### src/rtl/eth_tx_pkg.sv
package eth_tx_pkg;

  typedef enum logic [1:0] {
    ST_DATA = 2'd0,
    ST_PAD  = 2'd1,
    ST_FCS  = 2'd2
  } tx_state_e;

  localparam logic [31:0] CRC_POLY_REFL = 32'hEDB88320;
  localparam logic [31:0] CRC_PRESET    = 32'hFFFFFFFF;

  // one byte through the reflected CRC, bit 0 first
  function automatic logic [31:0] crc_byte_step(input logic [31:0] crc, input logic [7:0] d);
    logic [31:0] c;
    c = crc;
    for (int i = 0; i < 8; i++) begin
      if (c[0] ^ d[i]) c = (c >> 1) ^ CRC_POLY_REFL;
      else             c = c >> 1;
    end
    return c;
  endfunction

endpackage

### src/rtl/eth_tx_crc32.sv
module eth_tx_crc32
  import eth_tx_pkg::*;
(
  input  logic        clk_i,
  input  logic        rst_ni,
  input  logic        clear_i,
  input  logic        en_i,
  input  logic [7:0]  byte_i,
  output logic [31:0] crc_o
);

  logic [31:0] crc_q;

  always_ff @(posedge clk_i or negedge rst_ni) begin
    if (!rst_ni)      crc_q <= CRC_PRESET;
    else if (clear_i) crc_q <= CRC_PRESET;
    else if (en_i)    crc_q <= crc_byte_step(crc_q, byte_i);
  end

  assign crc_o = crc_q;

  AST_CRC_PRESET: assert property (@(posedge clk_i) disable iff (!rst_ni)
    clear_i |=> (crc_q == CRC_PRESET));

endmodule

### src/rtl/eth_tx_len_ctr.sv
module eth_tx_len_ctr #(
  parameter int unsigned MAX_COUNT = 60,
  localparam int unsigned CNT_W   = $clog2(MAX_COUNT + 1)
) (
  input  logic             clk_i,
  input  logic             rst_ni,
  input  logic             clear_i,
  input  logic             inc_i,
  output logic [CNT_W-1:0] count_o
);

  logic [CNT_W-1:0] cnt_q;

  // saturates: only "reached minimum" matters past MAX_COUNT
  always_ff @(posedge clk_i or negedge rst_ni) begin
    if (!rst_ni)                                   cnt_q <= '0;
    else if (clear_i)                              cnt_q <= '0;
    else if (inc_i && cnt_q < CNT_W'(MAX_COUNT))   cnt_q <= cnt_q + 1'b1;
  end

  assign count_o = cnt_q;

  AST_CNT_SAT: assert property (@(posedge clk_i) disable iff (!rst_ni)
    cnt_q <= CNT_W'(MAX_COUNT));

  AST_CNT_CLEAR: assert property (@(posedge clk_i) disable iff (!rst_ni)
    clear_i |=> (cnt_q == '0));

endmodule

### src/rtl/eth_tx_seq.sv
module eth_tx_seq
  import eth_tx_pkg::*;
#(
  parameter int unsigned MIN_PAYLOAD = 60,
  parameter int unsigned FCS_BYTES   = 4,
  localparam int unsigned CNT_W      = $clog2(MIN_PAYLOAD + 1),
  localparam int unsigned IDX_W      = (FCS_BYTES > 1) ? $clog2(FCS_BYTES) : 1
) (
  input  logic             clk_i,
  input  logic             rst_ni,
  input  logic             fire_i,
  input  logic             in_last_i,
  input  logic             auto_pad_i,
  input  logic             no_fcs_i,
  input  logic [CNT_W-1:0] count_i,
  output tx_state_e        state_o,
  output logic [IDX_W-1:0] fcs_idx_o
);

  tx_state_e        st_q, st_d;
  logic [IDX_W-1:0] idx_q, idx_d;
  logic             near_min;
  logic             idx_end;

  // count_i holds bytes before the current one
  assign near_min = count_i >= CNT_W'(MIN_PAYLOAD - 1);
  assign idx_end  = idx_q == IDX_W'(FCS_BYTES - 1);

  always_comb begin
    st_d  = st_q;
    idx_d = idx_q;
    unique case (st_q)
      ST_DATA: if (fire_i && in_last_i) begin
        if (auto_pad_i && !near_min)    st_d = ST_PAD;
        else if (auto_pad_i || !no_fcs_i) st_d = ST_FCS;
      end
      ST_PAD: if (fire_i && near_min) st_d = ST_FCS;
      ST_FCS: if (fire_i) begin
        if (idx_end) begin
          st_d  = ST_DATA;
          idx_d = '0;
        end else begin
          idx_d = idx_q + 1'b1;
        end
      end
      default: st_d = ST_DATA;
    endcase
  end

  always_ff @(posedge clk_i or negedge rst_ni) begin
    if (!rst_ni) begin
      st_q  <= ST_DATA;
      idx_q <= '0;
    end else begin
      st_q  <= st_d;
      idx_q <= idx_d;
    end
  end

  assign state_o   = st_q;
  assign fcs_idx_o = idx_q;

  AST_IDX_IDLE: assert property (@(posedge clk_i) disable iff (!rst_ni)
    (st_q != ST_FCS) |-> (idx_q == '0));

  AST_FCS_EXIT: assert property (@(posedge clk_i) disable iff (!rst_ni)
    (st_q == ST_FCS && fire_i && idx_end) |=> (st_q == ST_DATA));

endmodule

### src/rtl/eth_tx_pad_fcs.sv
module eth_tx_pad_fcs
  import eth_tx_pkg::*;
#(
  parameter int unsigned MIN_FRAME = 64,
  parameter int unsigned FCS_BYTES = 4,
  localparam int unsigned MIN_PAYLOAD = MIN_FRAME - FCS_BYTES,
  localparam int unsigned CNT_W       = $clog2(MIN_PAYLOAD + 1),
  localparam int unsigned IDX_W       = (FCS_BYTES > 1) ? $clog2(FCS_BYTES) : 1
) (
  input  logic       clk_i,
  input  logic       rst_ni,
  input  logic       ctl_we_i,
  input  logic       ctl_auto_pad_i,
  input  logic       ctl_no_fcs_i,
  input  logic [7:0] in_data_i,
  input  logic       in_valid_i,
  input  logic       in_last_i,
  output logic       in_ready_o,
  output logic [7:0] out_data_o,
  output logic       out_valid_o,
  output logic       out_last_o,
  input  logic       out_ready_i
);

  logic             auto_pad_q, no_fcs_q;
  tx_state_e        st;
  logic [IDX_W-1:0] fcs_idx;
  logic [CNT_W-1:0] count;
  logic [31:0]      crc;
  logic             fire, frame_done, body_fire;

  // control register; frame uses value held at its EOF beat
  always_ff @(posedge clk_i or negedge rst_ni) begin
    if (!rst_ni) begin
      auto_pad_q <= 1'b1;
      no_fcs_q   <= 1'b0;
    end else if (ctl_we_i) begin
      auto_pad_q <= ctl_auto_pad_i;
      no_fcs_q   <= ctl_no_fcs_i;
    end
  end

  always_comb begin
    in_ready_o  = 1'b0;
    out_valid_o = 1'b1;
    out_data_o  = 8'h00;
    out_last_o  = 1'b0;
    unique case (st)
      ST_DATA: begin
        in_ready_o  = out_ready_i;
        out_valid_o = in_valid_i;
        out_data_o  = in_data_i;
        out_last_o  = in_last_i && !auto_pad_q && no_fcs_q;
      end
      ST_PAD: ;
      ST_FCS: begin
        out_data_o = ~crc[{fcs_idx, 3'b000} +: 8];
        out_last_o = fcs_idx == IDX_W'(FCS_BYTES - 1);
      end
      default: out_valid_o = 1'b0;
    endcase
  end

  assign fire       = out_valid_o && out_ready_i;
  assign frame_done = fire && out_last_o;
  assign body_fire  = fire && (st != ST_FCS);

  eth_tx_seq #(
    .MIN_PAYLOAD (MIN_PAYLOAD),
    .FCS_BYTES   (FCS_BYTES)
  ) u_seq (
    .clk_i      (clk_i),
    .rst_ni     (rst_ni),
    .fire_i     (fire),
    .in_last_i  (in_last_i),
    .auto_pad_i (auto_pad_q),
    .no_fcs_i   (no_fcs_q),
    .count_i    (count),
    .state_o    (st),
    .fcs_idx_o  (fcs_idx)
  );

  eth_tx_len_ctr #(
    .MAX_COUNT (MIN_PAYLOAD)
  ) u_len (
    .clk_i   (clk_i),
    .rst_ni  (rst_ni),
    .clear_i (frame_done),
    .inc_i   (body_fire),
    .count_o (count)
  );

  eth_tx_crc32 u_crc (
    .clk_i   (clk_i),
    .rst_ni  (rst_ni),
    .clear_i (frame_done),
    .en_i    (body_fire),
    .byte_i  (out_data_o),
    .crc_o   (crc)
  );

  AST_PAD_BELOW_MIN: assert property (@(posedge clk_i) disable iff (!rst_ni)
    (st == ST_PAD) |-> (count < CNT_W'(MIN_PAYLOAD)));

  AST_TAIL_BLOCKS_INPUT: assert property (@(posedge clk_i) disable iff (!rst_ni)
    (st != ST_DATA) |-> !in_ready_o);

  AST_TAIL_HOLD: assert property (@(posedge clk_i) disable iff (!rst_ni)
    (st != ST_DATA && !out_ready_i) |=> (out_valid_o && $stable(out_data_o) && $stable(st)));

  AST_FCS_REACHES_MIN: assert property (@(posedge clk_i) disable iff (!rst_ni)
    ($rose(st == ST_FCS) && $past(st) == ST_PAD) |-> (count == CNT_W'(MIN_PAYLOAD)));

endmodule

### config.mk
export PLATFORM = sky130hd
export DESIGN_NAME = eth_tx_pad_fcs
export DESIGN_NICKNAME = d
export VERILOG_FILES = /design/src/rtl/eth_tx_pkg.sv /design/src/rtl/eth_tx_crc32.sv /design/src/rtl/eth_tx_len_ctr.sv /design/src/rtl/eth_tx_seq.sv /design/src/rtl/eth_tx_pad_fcs.sv
export SDC_FILE = /design/constraint.sdc
export NUM_CORES = 1
export LEC_CHECK = 0
export BUFFER_PORTS_ARGS = -buffer_cell sky130_fd_sc_hd__buf_4
export CORE_ASPECT_RATIO = 1.4
export CORE_UTILIZATION = 29
export CTS_CLUSTER_SIZE = 12
export DETAILED_ROUTE_END_ITERATION = 8
export HOLD_SLACK_MARGIN = 0.06
export PLACE_DENSITY = 0.5
export SYNTH_ARGS = -nofsm -noshare
export SYNTH_HDL_FRONTEND = slang
export SYNTH_SLANG_ARGS = --single-unit
### constraint.sdc
create_clock -name clk_i -period 2.48 [get_ports clk_i]
set_input_delay 0.124 -clock clk_i [delete_from_list [all_inputs] [get_ports clk_i]]
set_output_delay 0.124 -clock clk_i [all_outputs]
set_load 0.005 [all_outputs]
# Word-level counts from Yosys, hierarchy flattened
# Index checks and enable logic that the tools add are counted.
[classes]
n_lt_le_gt_ge = 2
shift = 1
n_mux = 38
bitwise = 17
reduce_logical = 19
eq_ne = 9
addsub = 2
[op_table]
columns = ["operator", "count"]
rows = [
  ["$mux 32", 24],
  ["$not 13->14", 8],
  ["$shiftx 32x6->8", 1],
  ["$pmux 8 s2", 1],
  ["$mux 2", 7],
  ["$mux 6", 2],
  ["$logic_and 1x1->1", 9],
  ["$not 8->8", 1],
  ["$xor 1x1->1", 8],
  ["$add 6x1->6 const B", 1],
  ["$ge 6x6->1 const B", 1],
  ["$lt 6x6->1 const B", 1],
  ["$ne 2x1->1 const B", 3],
  ["$pmux 2 s3", 1],
  ["$reduce_and 5->1", 1],
  ["$eq 2x2->1 const B", 2],
  ["$ne 2x2->1 const B", 2],
  ["$pmux 1 s2", 2],
  ["$reduce_bool 2->1", 2],
  ["$logic_not 1->1", 3],
  ["$ne 3x1->1 const B", 1],
  ["$add 2x1->2 const B", 1],
  ["$eq 2x1->1 const B", 1],
  ["$logic_not 2->1", 1],
  ["other kinds (4)", 4],
]
[totals]
elab_cells = 94
inputBits = 16
regBits = 44
output_inout_bits = 11

# Longest topological paths before layout
# Gate-level depths: netlist of run 1.
[depth]
word_depth = 35
mapped_depth = 10
depth_no_buf = 9

# Hierarchy
# From an unflattened synthesis of run 1, not the netlist that was laid out.
[unflattened]
cells_unflattened = 292
hier_area_um2 = 3148.0
[modules_own_cells]
columns = ["module", "seq_area_each_um2", "n_inst", "cells_each", "area_each_um2"]
rows = [
  ["eth_tx_crc32", 840.8, 1, 193, 2153.3],
  ["eth_tx_pad_fcs", 51.3, 1, 47, 452.9],
  ["eth_tx_len_ctr", 150.1, 1, 30, 312.8],
  ["eth_tx_seq", 100.1, 1, 22, 229.0],
]

# Worst setup path after synthesis of run 1
# No wires, ideal clock.
[synth_timing]
path_kind = "reg-to-reg"
from = "register u_seq.st_q[0], in the netlist u_seq.state_o[0]"
to = "register u_len.cnt_q[3], in the netlist u_len.count_o[3]"
synth_period_minus_slack_ns = 2.452
required_ns = 2.347
setup_slack_ns = 0.028
path_stages_with_launch = 11
arrival_time_ns = 2.319
setup_ns = 0.133
path_buffers = 1
cell_sequence = "dfrtp_1 > inv_1 > ha_1 > clkbuf_1 > a21oi_1 > nor2_1 > nand2_1 > a211oi_1 > and4_1 > xnor2_1 > nor2_1"
[synth_between]
elab_chain_cells = 7
word_cells_on_any_way = 13
cone_classes = "eq/ne: 3; mux: 3; reduce/logical: 7"
[synth_rtl]
columns = ["element", "line_no", "text"]
rows = [
  ["start, declared", "eth_tx_seq.sv:20", "tx_state_e st_q, st_d;"],
  ["start signal, assigned", "eth_tx_seq.sv:55", "st_q <= st_d;"],
  ["$eq 2x1->1 or $eq 2x2->1 (tied branches)", "eth_tx_pad_fcs.sv:48", "unique case (st)"],
  ["$reduce_or 2->1 (no line)", "n/a", ""],
  ["$pmux 1 s2 (*)", "eth_tx_pad_fcs.sv:48", ""],
  ["net out_valid_o", "eth_tx_pad_fcs.sv:20", "output logic out_valid_o,"],
  ["$logic_and 1x1->1 (*)", "eth_tx_pad_fcs.sv:64", "assign fire = out_valid_o && out_ready_i;"],
  ["$logic_and 1x1->1", "eth_tx_pad_fcs.sv:66", "assign body_fire = fire && (st != ST_FCS);"],
  ["$logic_and 1x1->1", "eth_tx_len_ctr.sv:18", "else if (inc_i && cnt_q < CNT_W'(MAX_COUNT)) cnt_q <= cnt_q + 1'b1;"],
  ["$reduce_bool 2->1 (no line)", "n/a", ""],
  ["end signal, assigned", "eth_tx_len_ctr.sv:18", ""],
  ["end, declared", "eth_tx_len_ctr.sv:12", "logic [CNT_W-1:0] cnt_q;"],
]
# Mark *: on every way through the listed nets, which the timed path passes. The rest lies on a longest branch.
# A chain may end at the register's enable or synchronous reset.

# Final worst setup path of run 1
[layout_timing]
from = "register u_seq.idx_q[0], in the netlist u_seq.fcs_idx_o[0]"
to = "register u_crc.crc_q[28], in the netlist u_crc.crc_o[28]"
[layout_between]
elab_chain_cells = 29
word_cells_on_any_way = 37
cone_classes = "eq/ne: 1; shift: 1; mux: 26; bitwise: 7; reduce/logical: 2"
[layout_rtl]
columns = ["element", "line_no", "text"]
rows = [
  ["start, declared", "eth_tx_seq.sv:21", "logic [IDX_W-1:0] idx_q, idx_d;"],
  ["start signal, assigned", "eth_tx_seq.sv:56", "idx_q <= idx_d;"],
  ["$shiftx 32x6->8", "eth_tx_pad_fcs.sv:57", "out_data_o = ~crc[{fcs_idx, 3'b000} +: 8];"],
  ["$not 8->8", "eth_tx_pad_fcs.sv:57", ""],
  ["$pmux 8 s2", "eth_tx_pad_fcs.sv:48", ""],
  ["$xor 1x1->1", "eth_tx_pkg.sv:17", "if (c[0] ^ d[i]) c = (c >> 1) ^ CRC_POLY_REFL;"],
  ["$mux 32", "eth_tx_pkg.sv:17", ""],
  ["$mux 32", "eth_tx_crc32.sv:17", "else if (en_i) crc_q <= crc_byte_step(crc_q, byte_i);"],
  ["$mux 32", "eth_tx_crc32.sv:16", "else if (clear_i) crc_q <= CRC_PRESET;"],
  ["$mux 32", "eth_tx_pkg.sv:17", ""],
  ["(+13 left out)", "n/a", ""],
  ["$mux 32", "eth_tx_crc32.sv:16", ""],
  ["$xor 1x1->1", "eth_tx_pkg.sv:17", ""],
  ["$mux 32", "eth_tx_pkg.sv:17", ""],
  ["$mux 32", "eth_tx_crc32.sv:17", ""],
  ["$mux 32", "eth_tx_crc32.sv:16", ""],
  ["$mux 32", "eth_tx_pkg.sv:17", ""],
  ["$mux 32", "eth_tx_crc32.sv:17", ""],
  ["$mux 32", "eth_tx_crc32.sv:16", ""],
  ["end signal, assigned", "eth_tx_crc32.sv:17", ""],
  ["end, declared", "eth_tx_crc32.sv:12", "logic [31:0] crc_q;"],
]
# Several ways; a longest one is shown, not always the timed one. The select of a mux whose other input is x is not followed.

==> results of run 1 <==
## how the worst max path moves through the flow
stage / from / to / slack [ps] / depth (start not counted)
floorplan: u_seq.state_o[0]$_DFFE_PN0P_ / u_len.count_o[3]$_DFFE_PN0P_ / 30 / 10
global placement: u_seq.state_o[0]$_DFFE_PN0P_ / u_crc.crc_o[18]$_DFFE_PN1P_ / -160 / 10
detailed placement: u_seq.state_o[0]$_DFFE_PN0P_ / u_crc.crc_o[18]$_DFFE_PN1P_ / -180 / 10
CTS: u_seq.state_o[0]$_DFFE_PN0P_ / u_crc.crc_o[18]$_DFFE_PN1P_ / 4 / 11
global route: u_seq.fcs_idx_o[0]$_DFFE_PN0P_ / u_crc.crc_o[4]$_DFFE_PN1P_ / -30 / 10
finish: u_seq.fcs_idx_o[0]$_DFFE_PN0P_ / u_crc.crc_o[28]$_DFFE_PN1P_ / 70 / 9
## synthesized netlist by cell type (all sizes together)
| library cell | count | share of area (%) |
|---|---|---|
| o21ai | 14 | 4.1 |
| xnor2 | 52 | 17 |
| xor2 | 20 | 8.9 |
| a21oi | 30 | 4.8 |
| o21bai | 1 | 0.24 |
| clkbuf | 8 | 0.96 |
| nor2 | 36 | 4.3 |
| a21o | 1 | 0.24 |
| o32ai | 1 | 0.88 |
| nand2b | 1 | 0.20 |
| dfrtp | 11 | 8.8 |
| mux2 | 7 | 2.5 |
| and2 | 3 | 0.60 |
| mux4 | 5 | 3.6 |
| o22ai | 2 | 0.80 |
| or3 | 1 | 0.20 |
| ha | 6 | 2.4 |
| nand3 | 2 | 0.32 |
| nor3 | 3 | 0.48 |
| o22a | 6 | 1.7 |
| buf | 3 | 0.84 |
| a31oi | 1 | 0.20 |
| a31o | 2 | 0.56 |
| a222oi | 2 | 0.64 |
| a221oi | 1 | 0.48 |
| nor2b | 2 | 0.40 |
| dfstp | 33 | 28 |
| a211oi | 3 | 0.72 |
| and4 | 1 | 0.28 |
| and3 | 1 | 0.20 |
| a221o | 1 | 0.32 |
| inv | 6 | 0.72 |
| nand2 | 18 | 2.2 |
| mux2i | 5 | 1.6 |
| nand4 | 1 | 0.20 |
## cells in the final DEF (no fill, tap or decap), types with 4 or more instances in the layout
cell and instances:
a21oi_1 28, buf_12 8, buf_4 58, buf_6 5
clkbuf_16 5, dfrtp_1 10, dfstp_2 33, ha_1 4
mux2_2 4, mux2i_1 5, mux4_2 5, nand2_1 18
nor2_1 36, o21ai_0 5, o21ai_1 4, o21ai_4 5
o22a_1 6, xnor2_1 37, xnor2_2 8, xnor2_4 7
xor2_1 12, xor2_4 5
## layer usage
metal  vias to the layer above  wire (µm)  track usage, %
met2                        33       4434           27.32
met3                         5        127           1.856
met4                         0         81           3.922
li1                       1129          -               -
met5                         -          0               0
met1                      1157       3309           18.82
## worst max-delay path, delay by kind of cell, from the launching register on
family                    cells  cell delay [ps]
AOI/OAI and AO/OA             2              520
xor gates and xnor gates      3              480
buffers and inverters         3              410
DFF                           1              420
muxes                         1              510
## state kept, by name (all words and copies together) (netlist names)
| name | flops |
|---|---|
| u_seq.state_o | 2 |
| auto_pad_q | 1 |
| u_crc.crc_o | 32 |
| no_fcs_q | 1 |
| u_len.count_o | 6 |
| u_seq.fcs_idx_o | 2 |
## cells by family (layout without fill, tap and decap cells)
| kind of cell | Yosys count | after routing | synth area share, % |
|---|---|---|---|
| AOI/OAI and AO/OA | 65 | 65 | 15.65 |
| and+or+nand+nor | 69 | 69 | 9.390 |
| muxes | 17 | 17 | 7.745 |
| DFF | 44 | 44 | 36.64 |
| adders and majority gates | 6 | 6 | 2.408 |
| xor gates and xnor gates | 72 | 72 | 25.64 |
| buffers and inverters | 17 | 87 | 2.528 |
## timing repair
action                                 CTS  global route
setup buffers                            1            12
hold buffers                             1             0
gates resized for setup                  2            34
pin swaps                                1            27
endpoints found under the hold margin   11             0
setup endpoints to repair               17            22
## through the flow
stage	instances	instance area (µm²)	setup slack (ps)	util, %	hold WS (ps)
after floorplan	290	3118	27.60	-	-171.6
after global placement	476	3711	-164.2	35.67	177.1
after detailed placement	476	3711	-176.3	35.67	178.2
after CTS	486	3914	4.430	37.61	68.02
after global routing	498	4274	-33.49	41.08	69.78
final	498	4274	65.46	41.08	71.92
## area by class of cell
type                            count  area [µm²]
Inverter                            6       22.52
Timing Repair Buffer               73       676.9
Clock inverter                      3       42.54
Multi-Input combinational cell    229        2091
Tap cell                          138       172.7
Clock buffer                        5       125.1
Sequential cell                    44        1144
Fill cell                        1017        6131
==> flow_summary.ini, run 1 <==
[drt]
via_per_inst = 4.667
dr.pass1.iters = 6
num_vias = 2324
drt_iter0_markers = 88
ant_nets = 0
totalWireLength_mm = 7.953
drc = 0
wire_per_inst_um = 15.97

[yosys]
netlist-cell-type-count = 44
syn_nets = 312
yosysWarnings = 0
syn-instance-count = 290
synth_seq_cells = 44
synth_area_um2 = 3118
postSynthAreaPerCell_um2 = 10.75
ys_seq_area_share_pct = 36.64

[finish]
drive_above_1_share_pct = 46.67
areaGrowthSynthToFinish_pct = 37.08
antenna_cells = 0
nets = 381

[sta]
slew_headroom_pct = 59.58
setup_violations = 0
finalMaxSlewViolations = 0
final-hold-violation-count = 0
rsz0062_at_grt = yes
worst-slew-pin-transition_ps = 606.3
min_period_over_period_pct = 97.36
finalSetupTns_ps = 0
layout_min_cycle_time_ps = 2415
max_freq_mhz = 414.2
skew_ps = 4.404

[die]
dieArea_um2 = 11180
rows = 44
pin_count = 27
core_area_um2 = 10410
initial_core_util_pct = 29.97
dieWidth_um = 89.64
die_h_um = 124.7

[hold_path]
hold_depth = 2
holdPathEnd = auto_pad_q$_DFFE_PN1P_
worstHoldStart = ctl_auto_pad_i
hp-class = in2reg

[critical_path]
cp-end-kind = flop
worstPathRequired_ps = 2690
path_class = reg2reg
worstPathArrival_ps = 2630
worst_path_max_delay_cell = mux4_2
rr_startpoint = u_seq.fcs_idx_o[0]$_DFFE_PN0P_
crit_chain = buf_6, mux4_2, o21ai_4, xor2_4, buf_12, xnor2_4, xor2_2, buf_4, a221o_1
max_stage_delay_ps = 510
cp-start-kind = flop
worst-r2r-setup-slack_ps = 70
r2r_end = u_crc.crc_o[28]$_DFFE_PN1P_
reg2regPathDepth = 9
path_max_fanout = 4

[global_route]
antenna_found_initial = 0
grt_pass1_wl_mm = 12.90
grtUsageTotal_pct = 15.28
grt_max_degree = 45
grt-ovfl-total = 0
grt_pass1_vias = 2477

[clocking]
cts_inserted_buffers = 5
clkLatencyLatePin_ps = 290
clk_pin_slew_worst_paths_ps = 70
cts-htree-levels = 2
cts_buffer_depth = 2
cts_root_buf = clkbuf_16
cts_tree = done
cts.sinks = 44

[outcome]
status = finished, final reports clean

[run]
maxCapViolations = 0

[placement]
portBuffers = 26
dp_hpwl_mm = 5.718
place_congestion = 0.7912
Power of run 1 is not shown: default switching activity piles up to over one toggle a cycle in this logic, so the estimate is an artifact.
==> inputs of run 2 (changes only) <==
CORE_UTILIZATION = 54   (was 29)
PLACE_DENSITY = 0.8   (was 0.5)
==> flow_summary.ini, run 2 (synthesized netlist as in run 1, its figures left out) <==
[placement]
place_congestion = 0.8316
dp_hpwl_mm = 5.499
placed_area_um2 = 3676
dp_cells = 413
portBuffers = 26

[drt]
drc = 0
dr.pass1.iters = 4
ant_nets = 0
num_vias = 2634
wire_per_inst_um = 20.14
via_per_inst = 5.866
drt_iter0_markers = 181
totalWireLength_mm = 9.045

[sta]
rsz0062_at_grt = yes
setup_slack_ps = -90.11
layout_min_cycle_time_ps = 2570
final-hold-violation-count = 0
max_freq_mhz = 389.1
skew_ps = 10.49
min_period_over_period_pct = 103.6
worst-slew-pin-transition_ps = 560.6
slew_headroom_pct = 62.62
setup_violations = 9
finalMaxSlewViolations = 0

[clocking]
cts_inserted_buffers = 5
clkLatencyLatePin_ps = 320
cts_root_buf = clkbuf_8
cts.sinks = 44
cts-htree-levels = 2
clk_pin_slew_worst_paths_ps = 90
cts_buffer_depth = 2
cts_tree = done

[finish]
mostFrequentLayoutCells = 81 x buf_4, 38 x xnor2_1, 36 x nor2_1, 33 x dfstp_2, 29 x a21oi_1
fillers = 352
final_area_um2 = 4190
fin_util_pct = 75.84
drive_above_1_share_pct = 48.56
multi_input_area_um2 = 2062
antenna_cells = 0
largest_reg_flops = 32
stdcell_count = 449
final-seq-area_um2 = 1144
layout_commonest_cell = buf_4
nets = 402
areaGrowthSynthToFinish_pct = 34.39

[critical_path]
reg2regPathDepth = 9
path_class = reg2reg
cp-end-kind = flop
rr_startpoint = u_seq.fcs_idx_o[0]$_DFFE_PN0P_
r2r_end = u_crc.crc_o[4]$_DFFE_PN1P_
critPathLaunch = u_seq.fcs_idx_o[0]$_DFFE_PN0P_
crit_end = u_crc.crc_o[4]$_DFFE_PN1P_
worstPathRequired_ps = 2730
cp-start-kind = flop
worst-r2r-setup-slack_ps = -90
path_max_fanout = 5
worstPathArrival_ps = 2820

[outcome]
violations = setup timing
status = finished with violations

[die]
die_h_um = 91.91
dieWidth_um = 66.22
pin_count = 27
initial_core_util_pct = 56.43
dieArea_um2 = 6086
core_area_um2 = 5525
rows = 32

[global_route]
grt-ovfl-total = 0
grt_pass1_wl_mm = 12.54
grt_max_degree = 45
antenna_found_initial = 0
grtUsageTotal_pct = 27.90
grt_pass1_vias = 2535

[run]
maxCapViolations = 0

[hold_path]
hp-class = in2reg
==> run 2: area by class of cell <==
| cell class | instances | share of cell area, % |
|---|---|---|
| inverters | 6 | 0.5375 |
| flip-flops and latches | 44 | 27.29 |
| multi-input cells | 229 | 49.21 |
| well taps | 68 | 2.030 |
| clock buffers | 7 | 2.060 |
| clock inverters | 1 | 0.1792 |
| repair buffers | 94 | 18.69 |
==> run 2: worst max-delay path: stages, from the launching register on <==
cell and delay [ps]:
dfrtp_2 450, buf_4 150, mux4_2 540, o21ai_4 240, xor2_4 230, buf_4 170, xnor2_2 100, xnor2_2 290
xor2_1 130, a21oi_1 200
==> run 2: what timing repair did <==
action                                  in CTS  in global routing
pin swaps                                    5                 25
endpoints found under the setup margin      18                 27
hold buffers                                 3                  0
buffers inserted                             7                 18
resized for setup                            7                 26
endpoints found under the hold margin       13                  0
==> run 2: how the worst min path moves through the flow <==
stage,start,endpoint,slack (ps),cells after the start
after floorplan,rst_ni,no_fcs_q$_DFFE_PN0P_,-170,0
after global placement,rst_ni,no_fcs_q$_DFFE_PN0P_,150,1
after detailed placement,rst_ni,u_seq.state_o[0]$_DFFE_PN0P_,160,1
after CTS,ctl_we_i,no_fcs_q$_DFFE_PN0P_,70,2
after global routing,ctl_we_i,no_fcs_q$_DFFE_PN0P_,60,2
final,ctl_we_i,no_fcs_q$_DFFE_PN0P_,60,2
==> run 2: per-stage QoR <==
step / hold WS [ps] / worst slack [ps] / setup TNS (ps)
final: 58.98 / -90.11 / -383.3
after global routing: 59.19 / -170.2 / -1877
after CTS: 67.54 / 12.98 / 0
after detailed placement: 157.3 / -238.9 / -729.1
after global placement: 151.6 / -163.3 / -196.6
after floorplan: -171.6 / 27.60 / 0
==> run 2: per-layer routing <==
metal	GRT usage, %	routed length [µm]
met4	12.77	663
met5	0	0
met1	31.38	3108
met3	4.726	409
met2	49.83	4865
Power of run 2 is left out for the same reason.
